## src/rtl/fsab_pkg.sv

```systemverilog
package fsab_pkg;

   typedef enum logic [1:0] {
      FM_STUCK0 = 2'b00,
      FM_STUCK1 = 2'b01,
      FM_INVERT = 2'b10,
      FM_UPSET  = 2'b11
   } fault_mode_e;

   localparam int unsigned RND_PERIOD = 127;
   localparam int unsigned RND_SW     = 7;

   // Entry k = bit 0 of the k-th state of a 7-bit maximal-length shift register.
   function automatic logic [RND_PERIOD-1:0] build_rnd_table();
      logic [RND_PERIOD-1:0] t;
      logic [RND_SW-1:0]     s;
      t = '0;
      s = 7'h01;
      for (int k = 0; k < RND_PERIOD; k++) begin
         t[k] = s[0];
         s    = {s[5:0], s[6] ^ s[5]};
      end
      return t;
   endfunction

endpackage

```

## src/rtl/fsab_rand.sv

```systemverilog
module fsab_rand
   import fsab_pkg::*;
#(
   parameter int unsigned TABLE_LEN = RND_PERIOD,
   parameter int unsigned IW        = $clog2(TABLE_LEN)
) (
   input  logic          clk,
   input  logic          rst_n,
   input  logic          step_i,
   output logic [IW-1:0] idx_o,
   output logic          bit_o
);

   localparam logic [RND_PERIOD-1:0] TBL  = build_rnd_table();
   localparam logic [IW-1:0]         LAST = IW'(TABLE_LEN - 1);

   logic [IW-1:0] idx_q;

   always_ff @(posedge clk or negedge rst_n) begin
      if (!rst_n)
         idx_q <= '0;
      else if (step_i)
         idx_q <= (idx_q == LAST) ? '0 : idx_q + 1'b1;
   end

   assign idx_o = idx_q;
   assign bit_o = TBL[idx_q];

   // the index never leaves the table
   assert_idx_range_R8: assert property (@(posedge clk) disable iff (!rst_n)
      idx_q <= LAST);
   // wrap from last entry to zero
   assert_idx_wrap_R8: assert property (@(posedge clk) disable iff (!rst_n)
      (step_i && idx_q == LAST) |=> idx_q == '0);
   // no movement without the enable
   assert_idx_hold_R8: assert property (@(posedge clk) disable iff (!rst_n)
      !step_i |=> $stable(idx_q));

endmodule

```

## src/rtl/fsab_upset.sv

```systemverilog
module fsab_upset #(
   parameter int unsigned W  = 4,
   parameter int unsigned IW = 7
) (
   input  logic          clk,
   input  logic          rst_n,
   input  logic [W-1:0]  d_i,
   input  logic          fire_i,
   input  logic [IW-1:0] idx_i,
   output logic [W-1:0]  q_o
);

   logic [W-1:0] mask;
   logic [W-1:0] d_mux;

   generate
      if (W == 1) begin : g_scalar
         assign mask = 1'b1;
      end else begin : g_vector
         logic [IW-1:0] pos;
         assign pos  = idx_i % IW'(W);
         assign mask = W'(1) << pos;
      end
   endgenerate

   // Inverting multiplexer ahead of the storage element
   assign d_mux = fire_i ? (d_i ^ mask) : d_i;

   always_ff @(posedge clk or negedge rst_n) begin
      if (!rst_n) q_o <= '0;
      else        q_o <= d_mux;
   end

   // plain capture when no flip is taken
   assert_plain_capture_R5: assert property (@(posedge clk) disable iff (!rst_n)
      !fire_i |=> q_o == $past(d_i));
   // a taken flip changes exactly one bit
   assert_single_flip_R6: assert property (@(posedge clk) disable iff (!rst_n)
      fire_i |=> $countones(q_o ^ $past(d_i)) == 1);

endmodule

```

## src/rtl/fsab_comb.sv

```systemverilog
module fsab_comb
   import fsab_pkg::*;
#(
   parameter int unsigned W = 4
) (
   input  logic [W-1:0] data_i,
   input  logic         inject_i,
   input  fault_mode_e  mode_i,
   input  logic [W-1:0] q_i,
   output logic [W-1:0] data_o
);

   always_comb begin
      data_o = data_i;
      unique case (mode_i)
         FM_STUCK0: if (inject_i) data_o = '0;
         FM_STUCK1: if (inject_i) data_o = '1;
         FM_INVERT: if (inject_i) data_o = ~data_i;
         FM_UPSET:  data_o = q_i;
         default:   data_o = data_i;
      endcase
   end

endmodule

```

## src/rtl/fault_saboteur.sv

```systemverilog
module fault_saboteur
   import fsab_pkg::*;
#(
   parameter int unsigned WIDTH     = 4,
   parameter int unsigned TABLE_LEN = RND_PERIOD
) (
   input  logic             clk,
   input  logic             rst_n,
   input  logic [WIDTH-1:0] data_i,
   input  logic             inject_i,
   input  logic [1:0]       mode_i,
   output logic [WIDTH-1:0] data_o
);

   localparam int unsigned IW = $clog2(TABLE_LEN);

   generate
      if (WIDTH < 1) begin : g_bad_width
         $error("fault_saboteur: WIDTH must be at least 1");
      end
      if (TABLE_LEN < 2 || TABLE_LEN > RND_PERIOD) begin : g_bad_len
         $error("fault_saboteur: TABLE_LEN must lie in 2..127");
      end
   endgenerate

   fault_mode_e   mode;
   logic [IW-1:0] idx;
   logic          rnd;
   logic          fire;
   logic [WIDTH-1:0] q;

   assign mode = fault_mode_e'(mode_i);
   assign fire = inject_i && (mode == FM_UPSET) && rnd;

   fsab_rand #(.TABLE_LEN(TABLE_LEN), .IW(IW)) u_rand (
      .clk    (clk),
      .rst_n  (rst_n),
      .step_i (inject_i),
      .idx_o  (idx),
      .bit_o  (rnd)
   );

   fsab_upset #(.W(WIDTH), .IW(IW)) u_upset (
      .clk    (clk),
      .rst_n  (rst_n),
      .d_i    (data_i),
      .fire_i (fire),
      .idx_i  (idx),
      .q_o    (q)
   );

   fsab_comb #(.W(WIDTH)) u_comb (
      .data_i   (data_i),
      .inject_i (inject_i),
      .mode_i   (mode),
      .q_i      (q),
      .data_o   (data_o)
   );


   assert_stuck_zero_R1: assert property (@(posedge clk) disable iff (!rst_n)
      (inject_i && mode_i == 2'b00) |-> data_o == '0);

   assert_stuck_one_R2: assert property (@(posedge clk) disable iff (!rst_n)
      (inject_i && mode_i == 2'b01) |-> data_o == '1);

   assert_invert_R3: assert property (@(posedge clk) disable iff (!rst_n)
      (inject_i && mode_i == 2'b10) |-> data_o == ~data_i);

   assert_pass_R4: assert property (@(posedge clk) disable iff (!rst_n)
      (!inject_i && mode_i != 2'b11) |-> data_o == data_i);

endmodule

```

## config.mk

```make
export PLATFORM = sky130hd
export DESIGN_NAME = fault_saboteur
export DESIGN_NICKNAME = d
export VERILOG_FILES = /design/src/rtl/fsab_pkg.sv /design/src/rtl/fsab_rand.sv /design/src/rtl/fsab_upset.sv /design/src/rtl/fsab_comb.sv /design/src/rtl/fault_saboteur.sv
export SDC_FILE = /design/constraint.sdc
export NUM_CORES = 1
export LEC_CHECK = 0
export BUFFER_PORTS_ARGS = -buffer_cell sky130_fd_sc_hd__buf_2
export CORE_MARGIN = 2
export CORE_UTILIZATION = 44
export CTS_CLUSTER_SIZE = 40
export DETAILED_ROUTE_END_ITERATION = 10
export GPL_ROUTABILITY_DRIVEN = 1
export GPL_TIMING_DRIVEN = 0
export REMOVE_ABC_BUFFERS = 1
export SLEW_MARGIN = 20
export SYNTH_ARGS = -nofsm -noshare
export SYNTH_HDL_FRONTEND = slang
export SYNTH_SLANG_ARGS = --single-unit
```

## constraint.sdc

```tcl
create_clock -name clk -period 2.45 [get_ports clk]
set_clock_uncertainty 0.05 [all_clocks]
set_input_delay 0.245 -clock clk [delete_from_list [all_inputs] [get_ports clk]]
set_output_delay 0.245 -clock clk [all_outputs]
set_load 0.005 [all_outputs]
```

==> results of run 1 <==
[Yosys cell counts (all sizes together) (2+ instances only)]
| cell type | instances | area, sq um |
|---|---|---|
| xnor2 | 7 | 61.31 |
| a21oi | 7 | 35.03 |
| nand2 | 6 | 22.52 |
| inv | 15 | 56.30 |
| o21ai | 11 | 58.80 |
| dfrtp | 11 | 275.3 |
| clkbuf | 2 | 7.510 |
| nor3 | 2 | 10.01 |
| nand3 | 2 | 10.01 |
| buf | 3 | 17.52 |
| nand2b | 2 | 12.51 |
| nor2 | 4 | 15.01 |
| mux4 | 7 | 157.7 |
| ha | 16 | 200.2 |
| nand4 | 2 | 12.51 |
[area by class of cell]
class / instances / area, sq um
sequential: 11 / 277.8
multi-input combinational: 81 / 739.5
timing repair buffer: 13 / 70.07
clock buffer: 4 / 26.28
inverter: 15 / 56.30
fill: 231 / 1202
tap: 30 / 37.54
[worst max path at each step]
stage / endpoint / slack [ns] / start
detailed placement: u_upset.q_o[0] / 0.07 / u_rand.idx_o[0]
global route: u_upset.q_o[1] / 0.02 / u_rand.idx_o[0]
global placement: u_upset.q_o[2] / 0.08 / u_rand.idx_o[0]
floorplan: u_upset.q_o[0] / 0.35 / u_rand.idx_o[0]
finish: u_upset.q_o[1] / 0.16 / u_rand.idx_o[0]
CTS: u_upset.q_o[1] / 0.05 / u_rand.idx_o[0]
[cells by family after synthesis]
kind of cell,count (synthesis)
mux,8
flops,11
simple gates,21
compound gates,29
fa+ha+maj,16
buf+inv,20
xor+xnor,7
[critical path, cell delays in order (launching register included)]
cell       delay [ns]
dfrtp_2          0.47
inv_1            0.17
ha_1             0.26
mux2_4           0.27
mux4_2           0.48
o2bb2ai_2        0.18
o21ai_1          0.20
xnor2_1          0.14
[metal layers]
metal  GRT usage (%)  vias to the layer above  share of wire [%]
li1                -                      424                  -
met1           24.96                      435                 46
met2           30.89                       12                 49
met3           6.389                        7                3.4
met4           6.838                        0                1.7
met5               0                        -                  0
[cells in the final DEF (no fill, tap or decap), types with 2 or more instances in the layout]
cell type,synthesis,final
dfrtp_2,0,2
clkbuf_4,0,3
ha_1,16,16
o21ai_1,3,3
a21oi_1,7,7
nand2_1,6,6
nor2_1,4,4
o21ai_0,7,7
buf_2,2,12
nand4_1,2,2
mux4_2,7,7
xnor2_1,7,7
nand3_1,2,2
dfrtp_1,11,9
nand2b_1,2,2
nor3_1,2,2
inv_1,14,14
[power by group]
part	switching (uW)	total, uW	internal, uW	leakage [uW]
clock network	67.2	130	63.2	0.0000150
registers	142	376	234	0.000131
logic	236	509	273	0.000393
total	445	1020	571	0.000538
[through the flow]
stage / cells / worst slack (ns) / instance area [sq um] / power (uW)
floorplan: 107 / 0.3451 / 1071 / 749.5
global placement: 149 / 0.08245 / 1169 / 867.5
detailed placement: 149 / 0.07008 / 1169 / 882.8
CTS: 154 / 0.04583 / 1205 / 1023
global route: 154 / 0.02362 / 1207 / 1097
finish: 154 / 0.1598 / 1207 / 1016
[what timing repair did]
item | CTS | global route
gates resized for setup | 0 | 2
hold buffers | 1 | 0
endpoints found under the setup margin | 0 | 4
hold endpoints to repair | 11 | 0
buffers inserted | 0 | 0
[flip-flops by register name, indices dropped and copies added, names as in the netlist]
register      cells
u_rand.idx_o      7
u_upset.q_o       4
==> flow_metrics.py, run 1 <==
metrics = {
    "logic_synthesis": {
        "synth_cell_type_count": 34,
        "synthArstFlopShare_pct": 100.0,
        "ys_seq_area_share_pct": 25.11,
        "ys_ff_latch": 11,
        "synth_area_sq_um": 1096,
        "synthSimpleGateAreaFrac_pct": 9.361,
        "synthMuxAreaShare_pct": 15.75,
        "synth_top_family_by_area": "compound AO/OA/AOI/OAI gates",
        "synth_cells": 112,
        "synth-compound-area-share_pct": 18.49,
        "synth_edf_count": 0,
        "synthFlopType": "dfrtp_1",
        "synthAdderAreaFrac_pct": 18.26,
        "synth-xor-area-share_pct": 5.594,
        "ys_warn_count": 0,
        "post_synth.cell_area_avg_sq_um": 9.786,
    },
    "hold_path": {
        "min_path_cells": 2,
        "holdPathEnd": "u_upset.q_o[0]",
        "hp-class": "in -> reg",
        "min-delay-start": "data_i[0]",
    },
    "worst_setup_path": {
        "setup.worst_path.start_class": "register",
        "r2r_start": "u_rand.idx_o[0]",
        "cp.arrival_ns": 2.44,
        "critPathRequiredTime_ns": 2.60,
        "end_kind": "register",
        "rr_worst_depth": 7,
        "ff2ff_setup_slack_ns": 0.16,
        "r2r_end": "u_upset.q_o[1]",
        "path_max_fanout": 10,
        "critPathKind": "reg -> reg",
    },
    "global_route": {
        "antenna_found_initial": 0,
        "grt_use_total_pct": 19.58,
        "grt_max_degree": 17,
        "grt_overflow": 0,
        "grt_pass1_vias": 890,
        "grt_pass1_wl_um": 3905,
    },
    "drt": {
        "wl_per_cell_um": 14.84,
        "vias_per_cell": 5.701,
        "drt_iter0_drc": 15,
        "routed-via-count": 878,
        "drtAntennaViolNets": 0,
        "routed_wl_um": 2286,
        "drc": 0,
        "first_pass_iters": 4,
    },
    "layout": {
        "final_util_pct": 50.10,
        "num_antenna_cells": 0,
        "drive_above_1_share_pct": 24.19,
        "syn_to_final_growth_pct": 10.16,
        "final_nets": 150,
    },
    "job": {
        "drv_cap": 0,
    },
    "timing": {
        "finalSetupTns_ns": 0,
        "grt_setup_unrepaired": "false",
        "hold_slack_ns": 0.1337,
        "finalCritPeriodShare_pct": 93.48,
        "maxSlewViolCount": 0,
        "slew_headroom_pct": 65.43,
        "fin_crit_ns": 2.290,
        "clock.fmax_mhz": 436.7,
        "hold_viol_final": 0,
        "tightest_slew_ns": 0.5186,
        "setup_viol": 0,
    },
    "die": {
        "die_area_sq_um": 2906,
        "die_w_um": 53.91,
        "design.core.area_sq_um": 2410,
        "io_pins": 13,
        "rows": 18,
        "die_h_um": 53.91,
        "start_util_pct": 45.48,
    },
    "status": {
        "outcome": "finished clean",
    },
    "clocking": {
        "clk_latency_ns": 0.28,
        "clockRootBuffer": "clkbuf_4",
        "clk_pin_slew_worst_paths_ns": 0.07,
        "cts_buffer_depth": 2,
        "cts_buffers": 3,
        "cts-htree-levels": 1,
        "clkSinkCount": 11,
        "cts_tree": "done",
    },
    "power_and_ir_drop": {
        "pwr_density_cell_nw_per_um2": 841.3,
        "power.leakage_uw": 0.0005384,
        "peakVddDrop_mv": 0.5107,
    },
    "placement": {
        "io_buffer_count": 12,
        "dp_hpwl_um": 1697,
        "place.gp.congestion": 0.8090,
    },
}
Power figures use the tool's default switching activity.
==> run 2: changes to the inputs <==
==> constraint.sdc (replaced) <==
create_clock -name clk -period 2.4 [get_ports clk]
set_clock_uncertainty 0.05 [all_clocks]
set_input_delay 0.24 -clock clk [delete_from_list [all_inputs] [get_ports clk]]
set_output_delay 0.24 -clock clk [all_outputs]
set_load 0.005 [all_outputs]
==> run 2 against run 1 <==
Worst hold slack got worse by 0.0048 ns. Final area increased by 1.2%. Clock power about the same. Flip-flop and latch count unchanged. Critical path depth increased by 1. Non-clock buffer count increased by 2. Sequential share of layout area decreased by 0.28 points. Register-to-register slack about the same. Wire length increased by 1.8%. Die area unchanged. Combinational power increased by 4.5%. Cell count increased by 1.3%. Critical path type unchanged. Largest cell class unchanged. Highest routed layer unchanged.
==> flow_metrics.py, run 2 (synthesis gave the netlist of run 1 again) <==
metrics = {
    "drt": {
        "wl_per_cell_um": 14.92,
        "drt_iter0_drc": 16,
        "routed-via-count": 889,
        "routed_wl_um": 2327,
        "drtAntennaViolNets": 0,
        "first_pass_iters": 4,
        "drc": 0,
        "vias_per_cell": 5.699,
    },
    "die": {
        "die_area_sq_um": 2906,
        "design.core.area_sq_um": 2410,
        "die_w_um": 53.91,
        "start_util_pct": 45.48,
        "die_h_um": 53.91,
        "io_pins": 13,
        "rows": 18,
    },
    "worst_setup_path": {
        "cp.arrival_ns": 2.39,
        "setup.worst_path.start_class": "register",
        "slowest_delay_ns": 0.46,
        "cp.depth": 8,
        "critPathTopFamily": "compound AO/OA/AOI/OAI gates",
        "path_max_fanout": 10,
        "cpMostUsedCell": "inv_1",
        "path_cells": "inv_1 -> ha_1 -> inv_1 -> mux4_2 -> a2bb2oi_1 -> o2bb2ai_2 -> o21ai_1 -> xnor2_1",
        "crit_buf_inv": 2,
        "crit_slowest_cell": "dfrtp_2",
        "end_kind": "register",
        "critPathRequiredTime_ns": 2.55,
        "rr_worst_depth": 8,
        "critPathKind": "reg -> reg",
    },
    "layout": {
        "num_antenna_cells": 0,
        "mostFrequentLayoutCells": "16 x ha_1, 14 x inv_1, 12 x buf_2, 9 x dfrtp_1",
        "final_nets": 152,
        "syn_to_final_growth_pct": 11.53,
        "nFillCells": 231,
        "largest_reg_flops": 7,
        "final_area_sq_um": 1222,
        "drive_above_1_share_pct": 25.40,
        "final_common_cell": "ha_1",
    },
    "job": {
        "drv_cap": 0,
    },
    "clocking": {
        "clk_pin_slew_worst_paths_ns": 0.07,
        "clockRootBuffer": "clkbuf_4",
        "cts_buffers": 3,
        "clk_latency_ns": 0.28,
        "cts_tree": "done",
        "cts-htree-levels": 1,
        "clkSinkCount": 11,
        "cts_buffer_depth": 2,
    },
    "timing": {
        "tightest_slew_ns": 0.5187,
        "hold_viol_final": 0,
        "final.setup.worst_slack_ns": 0.1606,
        "slew_headroom_pct": 65.42,
        "fin_crit_ns": 2.239,
        "maxSlewViolCount": 0,
        "setup_viol": 0,
        "grt_setup_unrepaired": "false",
        "clock.fmax_mhz": 446.6,
        "finalSetupTns_ns": 0,
        "finalCritPeriodShare_pct": 93.31,
    },
    "hold_path": {
        "min_path_cells": 2,
        "hp-class": "in -> reg",
    },
    "placement": {
        "dpl_cell_area_sq_um": 1169,
        "io_buffer_count": 12,
        "place_ws_ns": 0.02008,
        "place.gp.congestion": 0.8090,
        "dp_hpwl_um": 1697,
    },
    "global_route": {
        "antenna_found_initial": 0,
        "grt_use_total_pct": 19.58,
        "grt_pass1_vias": 890,
        "grt_overflow": 0,
        "grt_pass1_wl_um": 3905,
        "grt_max_degree": 17,
    },
    "status": {
        "outcome": "finished clean",
    },
    "power_and_ir_drop": {
        "pwr_density_cell_nw_per_um2": 854.2,
        "p_total_uw": 1044,
        "peakVddDrop_mv": 0.5208,
        "power.leakage_uw": 0.0005482,
    },
}
## run 2: area by class of cell
type,instances,area (sq um),area share [%]
Sequential cell,11,277.8,22.72
Tap cell,30,37.54,3.071
Clock buffer,4,26.28,2.149
Timing Repair Buffer,15,85.08,6.960
Multi-Input combinational cell,81,739.5,60.49
Inverter,15,56.30,4.606
## run 2: report_power, final
part	internal, uW	switching, uW	total (uW)
registers	239	140	379
clock network	64.5	68.4	133
logic	285	247	532
total	589	456	1040
## run 2: path summary, 6_finish.rpt
| check | startpoint | end | slack, ns |
|---|---|---|---|
| worst min-delay path | data_i[0] | u_upset.q_o[0] | 0.13 |
| worst max-delay path | u_rand.idx_o[1] | u_upset.q_o[1] | 0.16 |
| worst max register to register | u_rand.idx_o[1] | u_upset.q_o[1] | 0.16 |
| max in group asynchronous | rst_n | u_rand.idx_o[1] | 1.76 |
| min in group asynchronous | rst_n | u_rand.idx_o[5] | 0.31 |
| worst min register to register | u_rand.idx_o[0] | u_rand.idx_o[0] | 0.58 |
## run 2: stage by stage
| step | std cells | utilization (%) | hold slack [ns] |
|---|---|---|---|
| floorplan | 107 | - | -0.1056 |
| global placement | 149 | 48.49 | 0.07307 |
| CTS | 154 | 50.05 | 0.1212 |
| finish | 156 | 50.73 | 0.1289 |
| global route | 156 | 50.73 | 0.1324 |
| detailed placement | 149 | 48.49 | 0.08525 |
## run 2: routing by layer
metal,up-vias,global-route usage [%],routed length (um)
met5,-,0,0
met4,0,6.838,40
met3,7,6.389,93
met2,14,30.89,1142
met1,441,24.96,1050
li1,427,-,-
## run 2: timing repair
action,4_1_cts,5_1_grt
gates resized for setup,1,1
hold buffers,1,0
endpoints found under the hold margin,11,0
endpoints found under the setup margin,2,4
setup buffers,0,2
==> run 3: changes to the inputs <==
--- a/config.mk
+++ b/config.mk
@@ -5,6 +5,7 @@
 export SDC_FILE = /design/constraint.sdc
 export NUM_CORES = 1
 export LEC_CHECK = 0
+export ABC_AREA = 0
 export BUFFER_PORTS_ARGS = -buffer_cell sky130_fd_sc_hd__buf_2
 export CORE_MARGIN = 2
 export CORE_UTILIZATION = 44
@@ -12,6 +13,7 @@
 export DETAILED_ROUTE_END_ITERATION = 10
 export GPL_ROUTABILITY_DRIVEN = 1
 export GPL_TIMING_DRIVEN = 0
+export PLACE_DENSITY = 0.65
 export REMOVE_ABC_BUFFERS = 1
 export SLEW_MARGIN = 20
 export SYNTH_ARGS = -nofsm -noshare
==> constraint.sdc (replaced) <==
create_clock -name clk -period 2.04 [get_ports clk]
set_clock_uncertainty 0.05 [all_clocks]
set_input_delay 0.204 -clock clk [delete_from_list [all_inputs] [get_ports clk]]
set_output_delay 0.204 -clock clk [all_outputs]
set_load 0.005 [all_outputs]
==> run 3 against run 2 <==
Sequential power up 15%. Fmax grew 11%. Final area grew 9.7%. Highest routed layer unchanged.
==> flow_metrics.py, run 3 (synthesis gave the netlist of run 1 again) <==
metrics = {
    "clocking": {
        "cts_buffer_depth": 2,
        "clockRootBuffer": "clkbuf_4",
        "cts_tree": "done",
        "clk_pin_slew_worst_paths_ns": 0.08,
        "clkSinkCount": 11,
        "cts-htree-levels": 1,
        "clk_latency_ns": 0.28,
        "cts_buffers": 3,
    },
    "status": {
        "outcome": "finished clean",
    },
    "die": {
        "io_pins": 13,
        "design.core.area_sq_um": 2410,
        "die_h_um": 53.91,
        "start_util_pct": 45.48,
        "rows": 18,
        "die_area_sq_um": 2906,
        "die_w_um": 53.91,
    },
    "drt": {
        "drtAntennaViolNets": 0,
        "first_pass_iters": 4,
        "routed-via-count": 914,
        "drt_iter0_drc": 19,
        "routed_wl_um": 2384,
        "drc": 0,
        "wl_per_cell_um": 14.81,
        "vias_per_cell": 5.677,
    },
    "timing": {
        "finalCritPeriodShare_pct": 98.75,
        "hold_viol_final": 0,
        "slew_headroom_pct": 75.32,
        "setup_viol": 0,
        "clock.fmax_mhz": 496.4,
        "hold_slack_ns": 0.08892,
        "fin_crit_ns": 2.014,
        "tightest_slew_ns": 0.3663,
        "maxSlewViolCount": 0,
        "grt_setup_unrepaired": "true",
        "finalSetupTns_ns": 0,
    },
    "worst_setup_path": {
        "r2r_start": "u_rand.idx_o[1]",
        "path_max_fanout": 9,
        "end_kind": "register",
        "rr_worst_depth": 6,
        "critPathRequiredTime_ns": 2.19,
        "setup.worst_path.start_class": "register",
        "cp.arrival_ns": 2.17,
        "critPathKind": "reg -> reg",
        "r2r_end": "u_upset.q_o[3]",
        "ff2ff_setup_slack_ns": 0.03,
    },
    "placement": {
        "io_buffer_count": 12,
        "dp_hpwl_um": 1629,
        "place.gp.congestion": 0.8332,
        "dpl_cell_area_sq_um": 1169,
    },
    "layout": {
        "largest_reg_flops": 7,
        "syn_to_final_growth_pct": 22.37,
        "num_antenna_cells": 0,
        "final_nets": 157,
        "drive_above_1_share_pct": 38.17,
        "final_area_sq_um": 1341,
        "mostFrequentLayoutCells": "14 x ha_1, 12 x buf_2, 11 x inv_1",
        "final_common_cell": "ha_1",
        "final_util_pct": 55.66,
    },
    "job": {
        "drv_cap": 0,
    },
    "global_route": {
        "grt_max_degree": 17,
        "grt_use_total_pct": 20.20,
        "grt_overflow": 0,
        "grt_pass1_wl_um": 4146,
        "antenna_found_initial": 0,
        "grt_pass1_vias": 868,
    },
    "hold_path": {
        "hp-class": "in -> reg",
        "min_path_cells": 2,
        "min-delay-start": "data_i[3]",
        "holdPathEnd": "u_upset.q_o[3]",
    },
    "power_and_ir_drop": {
        "p_int_uw": 790.3,
        "peakVddDrop_mv": 0.6584,
        "clkPwrFrac_pct": 11.0,
        "swShare_pct": 43.92,
        "pwr_density_cell_nw_per_um2": 1051,
        "power.leakage_uw": 0.0005803,
        "switching_power_uw": 618.9,
        "seq_power_share_pct": 30.9,
        "pwr-share-comb_pct": 58.0,
    },
}
-- run 3: changes by cell type in the layout (fill, tap and decap cells not counted), sizes merged --
cell and change:
buf +5, clkbuf -1, clkinv +1
-- run 3: area by class of cell --
cell class	count	area [sq um]
clock inverters	1	5.005
fillers	217	1069
clock buffers	3	22.52
repair buffers	20	126.4
flip-flops and latches	11	280.3
well taps	30	37.54
multi-input cells	81	808.3
inverters	15	61.31
-- run 3: how the worst max path moves through the flow --
stage	end	startpoint	cells past startpoint	slack (ns)
after global placement	u_upset.q_o[1]	u_rand.idx_o[0]	7	-0.32
final	u_upset.q_o[3]	u_rand.idx_o[1]	6	0.03
after global routing	u_upset.q_o[2]	u_rand.idx_o[1]	8	-0.03
after detailed placement	u_upset.q_o[1]	u_rand.idx_o[0]	7	-0.33
after floorplan	u_upset.q_o[0]	u_rand.idx_o[0]	7	-0.06
after CTS	u_upset.q_o[3]	u_rand.idx_o[0]	8	0.02
-- run 3: timing repair --
action | CTS | global route
buffers inserted | 6 | 1
resized for setup | 15 | 6
setup endpoints to repair | 4 | 7
hold buffers | 1 | 0
pin swaps | 4 | 7
cloned | 0 | 0
hold endpoints to repair | 11 | 0
-- run 3: metrics by stage --
step,std cells,power [uW],setup slack [ns]
6_report,161,1409,0.02558
3_5_place_dp,149,1057,-0.3311
4_1_cts,160,1324,0.01685
2_1_floorplan,107,900.1,-0.06489
3_3_place_gp,149,1039,-0.3206
5_1_grt,161,1527,-0.03352
-- run 3: power by group through the flow --
stage / Clock, uW / Sequential, uW / Combinational (uW)
final: 156 / 436 / 818
after global routing: 171 / 457 / 899
after CTS: 157 / 427 / 740
after detailed placement: 0 / 447 / 611
after global placement: 0 / 445 / 594
after floorplan: 0 / 405 / 495
-- run 3: layer usage --
layer	track usage, %	wire [um]
met1	28.65	1021
met2	30.89	1243
met3	5.000	95
met4	4.701	24
met5	0	0
-- run 3: worst max-delay path, cell delays in order (launching register included) --
cell and delay, ns:
dfrtp_2 0.44, buf_4 0.18, ha_1 0.28, mux4_2 0.49, o2bb2ai_4 0.19, o21ai_2 0.17, xnor2_1 0.14
